File: config.mk
export PLATFORM = sky130hd
export DESIGN_NAME = ptr_agu
export DESIGN_NICKNAME = d
export VERILOG_FILES = /design/src/rtl/ptr_agu_pkg.sv /design/src/rtl/ptr_mode_dec.sv /design/src/rtl/ptr_disp_scale.sv /design/src/rtl/ptr_addsub.sv /design/src/rtl/ptr_agu.sv
export SDC_FILE = /design/constraint.sdc
export NUM_CORES = 1
export LEC_CHECK = 0
export ABC_CLOCK_PERIOD_IN_PS = 6950
export CORE_ASPECT_RATIO = 2
export CORE_MARGIN = 5
export CORE_UTILIZATION = 52
export DETAILED_ROUTE_END_ITERATION = 10
export GPL_TIMING_DRIVEN = 0
export PLACE_DENSITY = 0.87
export SYNTH_ARGS = -nofsm -noshare
export SYNTH_HDL_FRONTEND = slang
export SYNTH_SLANG_ARGS = --single-unit
File: constraint.sdc
create_clock -name clk -period 6.95 [get_ports clk]
set_input_delay 1.0425 -clock clk [delete_from_list [all_inputs] [get_ports clk]]
set_output_delay 1.0425 -clock clk [all_outputs]
set_load 0.01 [all_outputs]
File: src/rtl/ptr_agu_pkg.sv
package ptr_agu_pkg;

  typedef enum logic [2:0] {
    AM_INDIRECT = 3'd0,
    AM_OFS_UP   = 3'd1,
    AM_OFS_DN   = 3'd2,
    AM_PRE_INC  = 3'd3,
    AM_PRE_DEC  = 3'd4,
    AM_POST_INC = 3'd5,
    AM_POST_DEC = 3'd6,
    AM_RSVD     = 3'd7
  } amode_e;

  typedef struct packed {
    logic subtract;   // apply base - d instead of base + d
    logic addr_sum;   // address taken from the adder result
    logic writeback;  // pointer is updated
    logic modify;     // increment/decrement family (default count 1)
  } mode_ctl_t;

endpackage

File: src/rtl/ptr_mode_dec.sv
module ptr_mode_dec
  import ptr_agu_pkg::*;
(
  input  logic [2:0] mode,
  output mode_ctl_t  ctl
);

  always_comb begin
    ctl = '0;
    unique case (amode_e'(mode))
      AM_OFS_UP:   begin ctl.addr_sum = 1'b1; end
      AM_OFS_DN:   begin ctl.addr_sum = 1'b1; ctl.subtract = 1'b1; end
      AM_PRE_INC:  begin ctl.addr_sum = 1'b1; ctl.writeback = 1'b1; ctl.modify = 1'b1; end
      AM_PRE_DEC:  begin ctl.addr_sum = 1'b1; ctl.writeback = 1'b1; ctl.modify = 1'b1;
                         ctl.subtract = 1'b1; end
      AM_POST_INC: begin ctl.writeback = 1'b1; ctl.modify = 1'b1; end
      AM_POST_DEC: begin ctl.writeback = 1'b1; ctl.modify = 1'b1; ctl.subtract = 1'b1; end
      default:     begin ctl = '0; end
    endcase
  end

  // every pointer-updating mode belongs to the modify family
  always_comb begin
    a_r6_wb_implies_modify: assert (!ctl.writeback || ctl.modify);
  end

endmodule

File: src/rtl/ptr_disp_scale.sv
module ptr_disp_scale #(
  parameter int ADDR_W  = 32,
  parameter int CONST_W = 5,
  parameter int SIZE_W  = 2
) (
  input  logic               use_reg,
  input  logic               none,
  input  logic               modify,
  input  logic [CONST_W-1:0] cval,
  input  logic [ADDR_W-1:0]  rval,
  input  logic [SIZE_W-1:0]  size,
  output logic [ADDR_W-1:0]  scaled
);

  localparam int NSIZE = 1 << SIZE_W;

  logic [ADDR_W-1:0] raw;
  logic [ADDR_W-1:0] cand [NSIZE];

  always_comb begin
    if (none)         raw = modify ? ADDR_W'(1) : '0;
    else if (use_reg) raw = rval;
    else              raw = ADDR_W'(cval);
  end

  for (genvar s = 0; s < NSIZE; s++) begin : g_scale
    assign cand[s] = raw << s;
  end

  assign scaled = cand[size];

  // a scaled displacement is a whole number of elements
  always_comb begin
    a_r7_scale_aligned: assert (((scaled >> size) << size) == scaled);
  end

endmodule

File: src/rtl/ptr_addsub.sv
module ptr_addsub #(
  parameter int ADDR_W = 32
) (
  input  logic [ADDR_W-1:0] base,
  input  logic [ADDR_W-1:0] delta,
  input  logic              subtract,
  output logic [ADDR_W-1:0] result
);

  // width-limited arithmetic, wraps modulo 2^ADDR_W
  always_comb begin
    if (subtract) result = base - delta;
    else          result = base + delta;
  end

endmodule

File: src/rtl/ptr_agu.sv
module ptr_agu
  import ptr_agu_pkg::*;
#(
  parameter int ADDR_W  = 32,
  parameter int CONST_W = 5,
  parameter int SIZE_W  = 2
) (
  input  logic               clk,
  input  logic               rst,
  input  logic               req_valid,
  input  logic [2:0]         req_mode,
  input  logic [SIZE_W-1:0]  req_size,
  input  logic               req_dsrc,
  input  logic               req_dnone,
  input  logic [CONST_W-1:0] req_dconst,
  input  logic [ADDR_W-1:0]  req_dreg,
  input  logic [ADDR_W-1:0]  req_base,
  output logic               res_valid,
  output logic [ADDR_W-1:0]  res_addr,
  output logic [ADDR_W-1:0]  res_ptr,
  output logic               res_wb
);

  mode_ctl_t         ctl;
  logic [ADDR_W-1:0] disp;
  logic [ADDR_W-1:0] sum;
  logic [ADDR_W-1:0] eff_addr;
  logic [ADDR_W-1:0] nxt_ptr;

  ptr_mode_dec u_dec (
    .mode (req_mode),
    .ctl  (ctl)
  );

  ptr_disp_scale #(
    .ADDR_W  (ADDR_W),
    .CONST_W (CONST_W),
    .SIZE_W  (SIZE_W)
  ) u_scale (
    .use_reg (req_dsrc),
    .none    (req_dnone),
    .modify  (ctl.modify),
    .cval    (req_dconst),
    .rval    (req_dreg),
    .size    (req_size),
    .scaled  (disp)
  );

  ptr_addsub #(.ADDR_W(ADDR_W)) u_add (
    .base     (req_base),
    .delta    (disp),
    .subtract (ctl.subtract),
    .result   (sum)
  );

  assign eff_addr = ctl.addr_sum  ? sum : req_base;
  assign nxt_ptr  = ctl.writeback ? sum : req_base;

  always_ff @(posedge clk) begin
    if (rst) begin
      res_valid <= 1'b0;
      res_wb    <= 1'b0;
      res_addr  <= '0;
      res_ptr   <= '0;
    end else begin
      res_valid <= req_valid;
      res_wb    <= req_valid & ctl.writeback;
      if (req_valid) begin
        res_addr <= eff_addr;
        res_ptr  <= nxt_ptr;
      end
    end
  end

  a_r2_valid_follows: assert property (@(posedge clk) disable iff (rst)
    req_valid |=> res_valid);
  a_r2_idle_quiet: assert property (@(posedge clk) disable iff (rst)
    !req_valid |=> (!res_valid && !res_wb));
  a_r3_indirect_hold: assert property (@(posedge clk) disable iff (rst)
    (req_valid && (req_mode == 3'd0 || req_mode == 3'd7)) |=>
    (!res_wb && res_addr == $past(req_base) && res_ptr == $past(req_base)));
  a_r4_offset_keeps_ptr: assert property (@(posedge clk) disable iff (rst)
    (req_valid && (req_mode == 3'd1 || req_mode == 3'd2)) |=>
    (!res_wb && res_ptr == $past(req_base)));
  a_r5_pre_same: assert property (@(posedge clk) disable iff (rst)
    (req_valid && (req_mode == 3'd3 || req_mode == 3'd4)) |=>
    (res_wb && res_addr == res_ptr));
  a_r6_post_old_addr: assert property (@(posedge clk) disable iff (rst)
    (req_valid && (req_mode == 3'd5 || req_mode == 3'd6)) |=>
    (res_wb && res_addr == $past(req_base)));

endmodule

-- Yosys cells after proc, flatten, opt, wreduce, memory -nomap -nowiden
Cells that the tools add are included.
- add/subtract/negate cells: 2
- $mul: 0
- magnitude comparators: 1
- shift-type cells: 0
- multiplexer cells: 12
- divide/modulo/power cells: 0
- bitwise logic cells: 2
- equal/unequal tests: 6
- reduce and logical (&&, ||, !) cells: 3
- operators with widths (cell ; count):
    32-bit 2-to-1 mux ; 7
    32-bit binary-select mux with 2-bit select ; 1
    32-bit adder ; 1
    32-bit subtractor ; 1
    3-bit equality test, second input constant ; 3
    4-bit OR reduction ; 2
    3-bit by 2-bit equality test with 1-bit output, second input constant ; 2
    3-bit by 1-bit equality test with 1-bit output, second input constant ; 1
    3-bit >= comparator, second input constant ; 1
    1-bit 2-to-1 mux ; 3
    2-bit inverter with 3-bit output ; 1
    3-bit OR reduction ; 1
    2-bit 2-to-1 mux ; 1
    1-bit AND ; 1
- register bits: 66
- memories kept: 0
- latch bits: 0
- output and inout port bits: 66
- ROM bits: 0
- word-level logic and storage cells: 30
- input port bits: 79
- bits in writable memories: 0

-- Depth between registers and ports, before layout
Gate-level depths: netlist (run 1).
- depth after elaboration: 11
- mapped depth: 28
- mapped depth without buffers: 22

-- Cells and area by module
From an unflattened synthesis (run 1), not the netlist that was laid out.
- cells, all modules: 753
- area, all modules: 6508.7 µm²
- by module, submodules not included (module ; times used ; seq. area each (µm²) ; area each (µm²) ; cells each):
    ptr_agu ; 1 ; 1321.3 ; 2925.3 ; 289
    ptr_addsub ; 1 ; 0.0 ; 2398.6 ; 356
    ptr_disp_scale ; 1 ; 0.0 ; 1144.8 ; 101
    ptr_mode_dec ; 1 ; 0.0 ; 40.0 ; 7

-- Worst setup path before layout (run 1)
No wires, ideal clock.
- path kind: input to register
- from: input port req_size[0]
- to: register res_addr[27]
- buffers on the path: 8
- cell stages on the path: 26
- arrival time: 6.356 ns
- library setup time: 0.086 ns
- data required time: 6.864 ns
- path slack: 0.508 ns
- cell sequence: buf_6 buf_8 buf_2 clkbuf_1 buf_1 buf_2 buf_2 nor3_1 a21oi_1 nand2b_1 ha_1 o31a_1 o211ai_1 or3_4 or2_4 o21ai_0 a32oi_1 ha_1 clkbuf_1 a21o_1 a2111o_1 or3_1 a31oi_1 xnor2_1 mux2i_1 a211oi_1
- cells in the longest elaborated chain, start to end: 7
- elaborated cells between the ends (all ways): 8
- those cells by class: add/sub (2); mux (5); bitwise (1)
- RTL lines (what ; line ; RTL):
    from (decl) ; ptr_agu.sv:12 ; input logic [SIZE_W-1:0] req_size,
    2-bit inverter with 3-bit output (implied by the code) (*) ; ptr_disp_scale.sv:30 ; assign scaled = cand[size];
    32-bit binary-select mux with 2-bit select (*) ; ptr_disp_scale.sv:30 ;
    32-bit 2-to-1 mux (implied by the code) (*) (2 in series) ; ptr_disp_scale.sv:30 ;
    32-bit adder or 32-bit subtractor (tied branches) ; ptr_addsub.sv:13, ptr_addsub.sv:12 ;
    32-bit 2-to-1 mux (*) ; ptr_addsub.sv:12 ; if (subtract) result = base - delta;
    32-bit 2-to-1 mux (*) ; ptr_agu.sv:56 ; assign eff_addr = ctl.addr_sum ? sum : req_base;
    to (signal assigned) ; ptr_agu.sv:69 ; res_addr <= eff_addr;
    to (decl) ; ptr_agu.sv:19 ; output logic [ADDR_W-1:0] res_addr,
Mark *: on every way between the ends. The rest lies on a longest branch, timed or not. The select of a mux whose other input is x is not followed.
A chain may end at the register's enable or synchronous reset.

-- Final worst setup path (run 1)
- from: input port req_size[1]
- to: register res_addr[27]
The elaborated chain is that of the path after synthesis.

==> results of run 1 <==
-- routing by layer --
metal	vias up	global-route usage [%]	share of wire, %
met3	127	3.36	5.7
met1	3449	30.2	34
met5	-	0	0
met4	0	25.1	7.9
li1	3642	-	-
met2	398	53.9	52
-- area by class of cell --
cell class,instances,area (um2)
Inverter,18,67.6
Clock inverter,3,46.3
Fill cell,1061,4000
Sequential cell,66,1320
Clock buffer,13,270
Antenna cell,1,2.50
Timing Repair Buffer,142,1420
Multi-Input combinational cell,763,4900
Tap cell,150,188
Buffer,62,264
-- cell families (layout without fill, tap and decap cells) --
kind of cell | Yosys count | in the layout | share of synthesized area (%)
xor gates and xnor gates | 48 | 48 | 6.43
muxes | 43 | 43 | 7.42
AOI/OAI and AO/OA | 280 | 280 | 29.0
and+or+nand+nor | 359 | 359 | 25.4
DFF | 66 | 66 | 20.2
buffers and inverters | 82 | 238 | 5.09
other | 0 | 1 | 0
adders and majority gates | 33 | 33 | 6.43
-- placed cells by master (no fill, tap or decap), types with 5 or more instances in the layout --
master	instances
a21o_1	17
xor2_1	19
nor2b_1	14
o31ai_1	10
and2_1	6
a21oi_1	63
nand3_1	12
ha_1	32
o211ai_1	15
nand2_1	129
nand4_1	9
nor3b_1	6
mux2i_1	26
nor3_1	17
a211oi_1	21
o21bai_1	5
dfxtp_1	66
mux2_2	14
nor2_1	107
nand2b_1	24
inv_1	18
or2_2	5
a311oi_1	33
nor4_1	5
clkbuf_16	9
clkdlybuf4s50_1	140
clkbuf_1	53
and3_1	6
o21ai_0	54
a31oi_1	10
xnor2_1	29
-- power groups by stage --
| stage | clock, W | sequential (W) | combinational (W) |
|---|---|---|---|
| after floorplan | 0 | 0.000466 | 0.000501 |
| after global routing | 0.000488 | 0.000449 | 0.000886 |
| after global placement | 0 | 0.000451 | 0.000779 |
| after CTS | 0.000473 | 0.000445 | 0.000800 |
| after detailed placement | 0 | 0.000453 | 0.000792 |
| final | 0.000482 | 0.000446 | 0.000814 |
-- registers in the layout, summed over array words and instances, names as in the netlist --
signal	count
res_ptr	32
res_addr	32
res_valid	1
res_wb	1
-- critical path, delay by kind of cell --
family / cells / cell delay [ns]
compound gates: 9 / 2.10
xor+xnor: 1 / 0.18
fa+ha+maj: 2 / 0.63
buf+inv: 5 / 1.78
mux: 2 / 0.25
simple gates: 3 / 0.80
-- metrics by stage --
stage | total power [W] | util, %
6_report | 0.00174 | 67.9
5_1_grt | 0.00182 | 67.9
3_3_place_gp | 0.00123 | 65.1
2_1_floorplan | 0.000968 | -
4_1_cts | 0.00172 | 67.7
3_5_place_dp | 0.00124 | 65.1
-- how the worst min path moves through the flow --
stage | startpoint | end | slack, ns | cells after the start
5_1_grt | res_addr[4] | res_addr[4] | 0.50 | 2
4_1_cts | res_ptr[24] | res_ptr[24] | 0.48 | 2
3_3_place_gp | res_ptr[24] | res_ptr[24] | 0.47 | 2
2_1_floorplan | res_addr[24] | res_addr[24] | 0.49 | 2
3_5_place_dp | res_addr[24] | res_addr[24] | 0.47 | 2
6_report | res_addr[4] | res_addr[4] | 0.48 | 2
-- timing repair --
action / CTS / global route
resized for setup: 3 / 5
hold buffers: 0 / 0
pin swaps: 0 / 1
gates cloned: 0 / 0
setup endpoints to repair: 28 / 16
buffers inserted: 0 / 2
==> flow_summary_export.csv, run 1 <==
group,metric,value,unit
worst_setup_path,crit_path_end,"res_addr[27]",
worst_setup_path,crit_type,"primary input to flip-flop",
synthesis,synth_top_area_share,20.2,%
placed_design,numPortBuffers,140,
flow_run,cap_violations,0,
clocking,ctsHtreeMaxLevel,3,
worst_setup_path,cp_slowest_cell,"clkbuf_1",
route,detail-route-antenna-nets,0,
worst_setup_path,start_kind,"primary input",
synthesis,syn-mean-instance-area,7.18,um2
route,first_pass_iters,5,
worst_setup_path,r2r-end,"res_addr[15]",
sta,max_slew_margin,43.7,%
sta,report.final.hold_viol_count,0,
clocking,path_clk_slew,0.06,ns
worst_setup_path,worstSetupEndpointType,"flip-flop",
clocking,cts_sinks,66,
synthesis,yosysSeqAreaShare,20.2,%
grt,grt_pass1_vias,7390,
power,switchingPower,0.000659,W
final_layout,final_area,8480,um2
floorplanning,core,12500,um2
sta,fin_tns_setup,0,ns
power,static-leakage-power,3.39,nW
synthesis,synth_common_cells,"nand2_1 (129), nor2_1 (107), dfxtp_1 (66), a21oi_1 (64), o21ai_0 (54)",
power,p_per_area,205,nW/um2
final_layout,finalNonFillerCells,1218,
route,post_drt_wl_per_cell,19.2,um
route,drt_iter0_drc,541,
grt,grt-ovfl-total,0,
worst_setup_path,path_cells,"clkbuf_1, inv_1, clkbuf_1, clkbuf_1, clkbuf_1, nand2_1, ha_1, o31a_1, nor2b_1, mux2i_1, o21ai_0, o21ai_0, ha_1, a21o_1, a211o_1, o211ai_1, a211oi_1, or3_1, a31oi_1, xnor2_1, mux2i_1, a211oi_1",
placed_design,placed_cells,1201,
sta,worst_pin_slew,0.824,ns
sta,drv_slew,0,
worst_setup_path,cp.required,7.20,ns
placed_design,placed_cell_area,8130,um2
synthesis,ys_types,70,
placed_design,gp_congestion,0.952,
floorplanning,die_width,89.3,um
synthesis,netlist_instances,911,
sta,fin_worst_skew,0,ns
power,p_int,0.00108,W
synthesis,syn_nets,1023,
worst_setup_path,cpPeakStageDelay,0.50,ns
synthesis,syn-cell-area,6540,um2
sta,max_clock_freq,0.152,GHz
worst_setup_path,crit_arrival,6.82,ns
sta,fin_crit_sh,94.5,%
worst_setup_path,rrSetupSlack,6.06,ns
final_layout,drive_above_1_share,5.44,%
sta,rsz0062_at_grt,"no",
worst_setup_path,reg2regPathDepth,2,
route,post_drt_via_cell_ratio,6.25,
sta,whs,0.485,ns
worst_setup_path,r2r-start,"res_addr[15]",
clocking,cts_made_buffers,9,
floorplanning,die_height,169,um
route,via_count,7616,
worst_setup_path,crit_start,"req_size[1]",
synthesis,synth_edf_count,0,
floorplanning,placement_rows,58,
final_layout,fin_nets,1174,
synthesis,synth_area_leaders,"dfxtp_1 (20%), nand2_1 (7.4%), nor2_1 (6.1%)",
route,drc,0,
floorplanning,dieArea,15100,um2
power,ir_drop,201,uV
sta,period_minus_slack,6.57,ns
synthesis,postSynth.asyncResetShare,0,%
grt,grt_max_degree,20,
clocking,cts_tree,"yes",
route,routed_wl,23400,um
sta,finalSetupViolCount,0,
grt,grt_pass1_wl,36200,um
worst_hold_path,min_path_type,"flip-flop to flip-flop",
placed_design,pre_cts_ws,-0.814,ns
status,status,"complete, no violations",
worst_setup_path,critPathMaxFanout,10,
synthesis,yosysTopAreaCell,"dfxtp_1",
synthesis,yosysWarningCount,0,
grt,antenna_found_initial,1,
synthesis,ys_ff_latch,66,
synthesis,yosys_most_used_dff,"dfxtp_1",
power,clkPwrFrac,27.7,%
worst_setup_path,crit_path_frequent_cell,"clkbuf_1",
grt,gr-usage-all-layers,30.5,%
final_layout,area_growth,29.6,%
floorplanning,start_util,52.4,%
power,power_frac_comb,46.7,%
placed_design,dpl.hpwl,19000,um
floorplanning,io_pins,145,
power,swShare,37.8,%
sta,layout_setup_ws,0.385,ns
clocking,root_buffer,"clkbuf_16",
clocking,clk_path_buf_depth,2,
clocking,insertion_delay,0.33,ns
power,seq_power_share,25.6,%
synthesis,synthMostInstantiatedCell,"nand2_1",
No activity file was read; power rests on OpenSTA's default activity.
==> run 2, diff against run 1 <==
--- a/config.mk
+++ b/config.mk
@@ -7,7 +7,7 @@
 export LEC_CHECK = 0
 export ABC_CLOCK_PERIOD_IN_PS = 6950
 export CORE_ASPECT_RATIO = 2
-export CORE_MARGIN = 5
+export CORE_MARGIN = 2
 export CORE_UTILIZATION = 52
 export DETAILED_ROUTE_END_ITERATION = 10
 export GPL_TIMING_DRIVEN = 0
==> flow_summary_export.csv, run 2 (synthesis gave the netlist of run 1 again) <==
group,metric,value,unit
final_layout,final_common_cell,"clkdlybuf4s50_1",
sta,fin_worst_skew,0,ns
worst_setup_path,cpPeakStageDelay,0.53,ns
worst_setup_path,critPathBufInv,3,
sta,period_minus_slack,6.60,ns
final_layout,reg.largest.list,"res_addr x32, res_ptr x32",
power,p_per_area,211,nW/um2
final_layout,fin_nets,1173,
clocking,ctsHtreeMaxLevel,3,
floorplanning,start_util,52.7,%
clocking,insertion_delay,0.34,ns
route,detail-route-antenna-nets,0,
flow_run,cap_violations,0,
final_layout,fin_util,68.4,%
placed_design,placed_cell_area,8130,um2
route,drt_iter0_drc,551,
floorplanning,dieArea,13500,um2
worst_setup_path,crit_type,"primary input to flip-flop",
route,post_drt_wl_per_cell,20.0,um
worst_setup_path,crit_family,"compound AO/OA/AOI/OAI gates",
worst_setup_path,start_kind,"primary input",
route,met1_length,8600,um
placed_design,gp_congestion,0.959,
grt,antenna_found_initial,0,
grt,grt_max_degree,20,
clocking,cts_made_buffers,9,
route,topRoutingLayerUsed,"met4",
route,drc,0,
power,clkPwrFrac,27.9,%
clocking,clk_path_buf_depth,2,
clocking,cts_sinks,66,
worst_setup_path,cp_slowest_cell,"clkdlybuf4s50_1",
final_layout,final_area,8490,um2
power,static-leakage-power,3.39,nW
route,route.met3.wl,1650,um
sta,finalSetupViolCount,0,
sta,max_clock_freq,0.152,GHz
final_layout,final_cell_mix,"clkdlybuf4s50_1 (140), nand2_1 (129), nor2_1 (107)",
clocking,root_buffer,"clkbuf_16",
final_layout,area_growth,29.8,%
sta,worst_pin_slew,1.01,ns
worst_setup_path,cp.required,7.20,ns
final_layout,fillers,1085,
power,total_power,0.00179,W
grt,grt-ovfl-total,0,
power,swShare,39.1,%
final_layout,multiInputGateArea,4920,um2
power,power_frac_comb,47.3,%
floorplanning,die_width,83.3,um
power,p_int,0.00109,W
route,first_pass_iters,8,
route,routed_wl,24300,um
final_layout,finalNonFillerCells,1216,
floorplanning,placement_rows,58,
sta,rsz0062_at_grt,"no",
placed_design,placed_cells,1201,
final_layout,drive_above_1_share,5.53,%
clocking,path_clk_slew,0.06,ns
sta,drv_slew,0,
clocking,cts_tree,"yes",
grt,grt_pass1_vias,7477,
placed_design,pre_cts_ws,-0.991,ns
worst_setup_path,worstSetupEndpointType,"flip-flop",
grt,gr-usage-all-layers,34.6,%
worst_setup_path,critPathMaxFanout,10,
power,ir_drop,204,uV
sta,report.final.hold_viol_count,0,
sta,fin_crit_sh,94.9,%
final_layout,n_antenna_cell,0,
power,seq_power_share,24.8,%
floorplanning,io_pins,145,
placed_design,dpl.hpwl,19100,um
route,via_count,7790,
grt,grt_pass1_wl,37400,um
status,status,"complete, no violations",
route,met2_length,12100,um
worst_setup_path,path_cells,"clkdlybuf4s50_1, clkbuf_2, mux2i_1, and2_1, nor2_1, a21oi_1, nand2b_1, ha_1, o31a_1, o211ai_1, or3_4, or2_4, o21ai_0, a32oi_1, ha_1, clkbuf_1, a21o_1, a2111o_1, or3_1, a31oi_1, xnor2_1, mux2i_1, a211oi_1",
placed_design,numPortBuffers,140,
worst_setup_path,crit_arrival,6.85,ns
final_layout,seqCellArea,1320,um2
power,switchingPower,0.000701,W
floorplanning,die_height,163,um
sta,max_slew_margin,32.1,%
sta,layout_setup_ws,0.352,ns
worst_hold_path,min_path_type,"flip-flop to flip-flop",
floorplanning,core,12400,um2
route,post_drt_via_cell_ratio,6.41,
run 2: cell types whose count changed in the layout (fill, tap and decap cells not counted), moves of 2 or more:
cell      previous run  this run
buf_4                3         1
clkbuf_1            53        51
inv_6                0         2
clkbuf_8             3         0
run 2: power by group through the flow:
stage               clock, W  combinational (W)  sequential [W]
finish              0.000501           0.000848        0.000445
global route        0.000520           0.000910        0.000449
CTS                 0.000498           0.000832        0.000443
detailed placement         0           0.000818        0.000451
global placement           0           0.000805        0.000450
floorplan                  0           0.000501        0.000466
run 2: timing repair:
item                                    in CTS  in global routing
gates resized for setup                      3                  8
setup buffers                                0                  1
pin swaps                                    0                  1
endpoints found under the setup margin      24                 22
hold buffers                                 0                  0
run 2: layer usage:
metal / GRT usage (%) / up-vias
met5: 0 / -
met4: 24.4 / 0
met3: 4.61 / 107
met2: 61.3 / 449
met1: 37.6 / 3587
li1: - / 3647
run 2: worst min-delay path, stage by stage, from the launching register on:
cell and delay [ns]:
dfxtp_1 0.31, nor2_1 0.08, a311oi_1 0.05
run 2: cell type report:
cell class                      count  area share [%]
Buffer                             62            3.09
Clock inverter                      7            1.18
Clock buffer                        9            2.65
Timing Repair Buffer              141            16.6
Multi-Input combinational cell    763            57.9
Inverter                           18           0.796
Sequential cell                    66            15.6
Tap cell                          150            2.21
run 2: worst paths after layout:
path,endpoint,slack [ns],cells past startpoint,start
setup / recovery,res_addr[27],0.35,23,req_dsrc
hold / removal,res_ptr[3],0.48,2,res_ptr[3]
setup reg to reg,res_ptr[30],6.09,3,res_ptr[30]
hold reg to reg,res_ptr[3],0.48,2,res_ptr[3]
run 2: per-stage QoR:
step | hold WS, ns | TNS [ns]
final | 0.483 | 0
after detailed placement | 0.466 | -17.52
after floorplan | 0.490 | 0
after CTS | 0.476 | 0
after global placement | 0.472 | -16.15
after global routing | 0.490 | 0
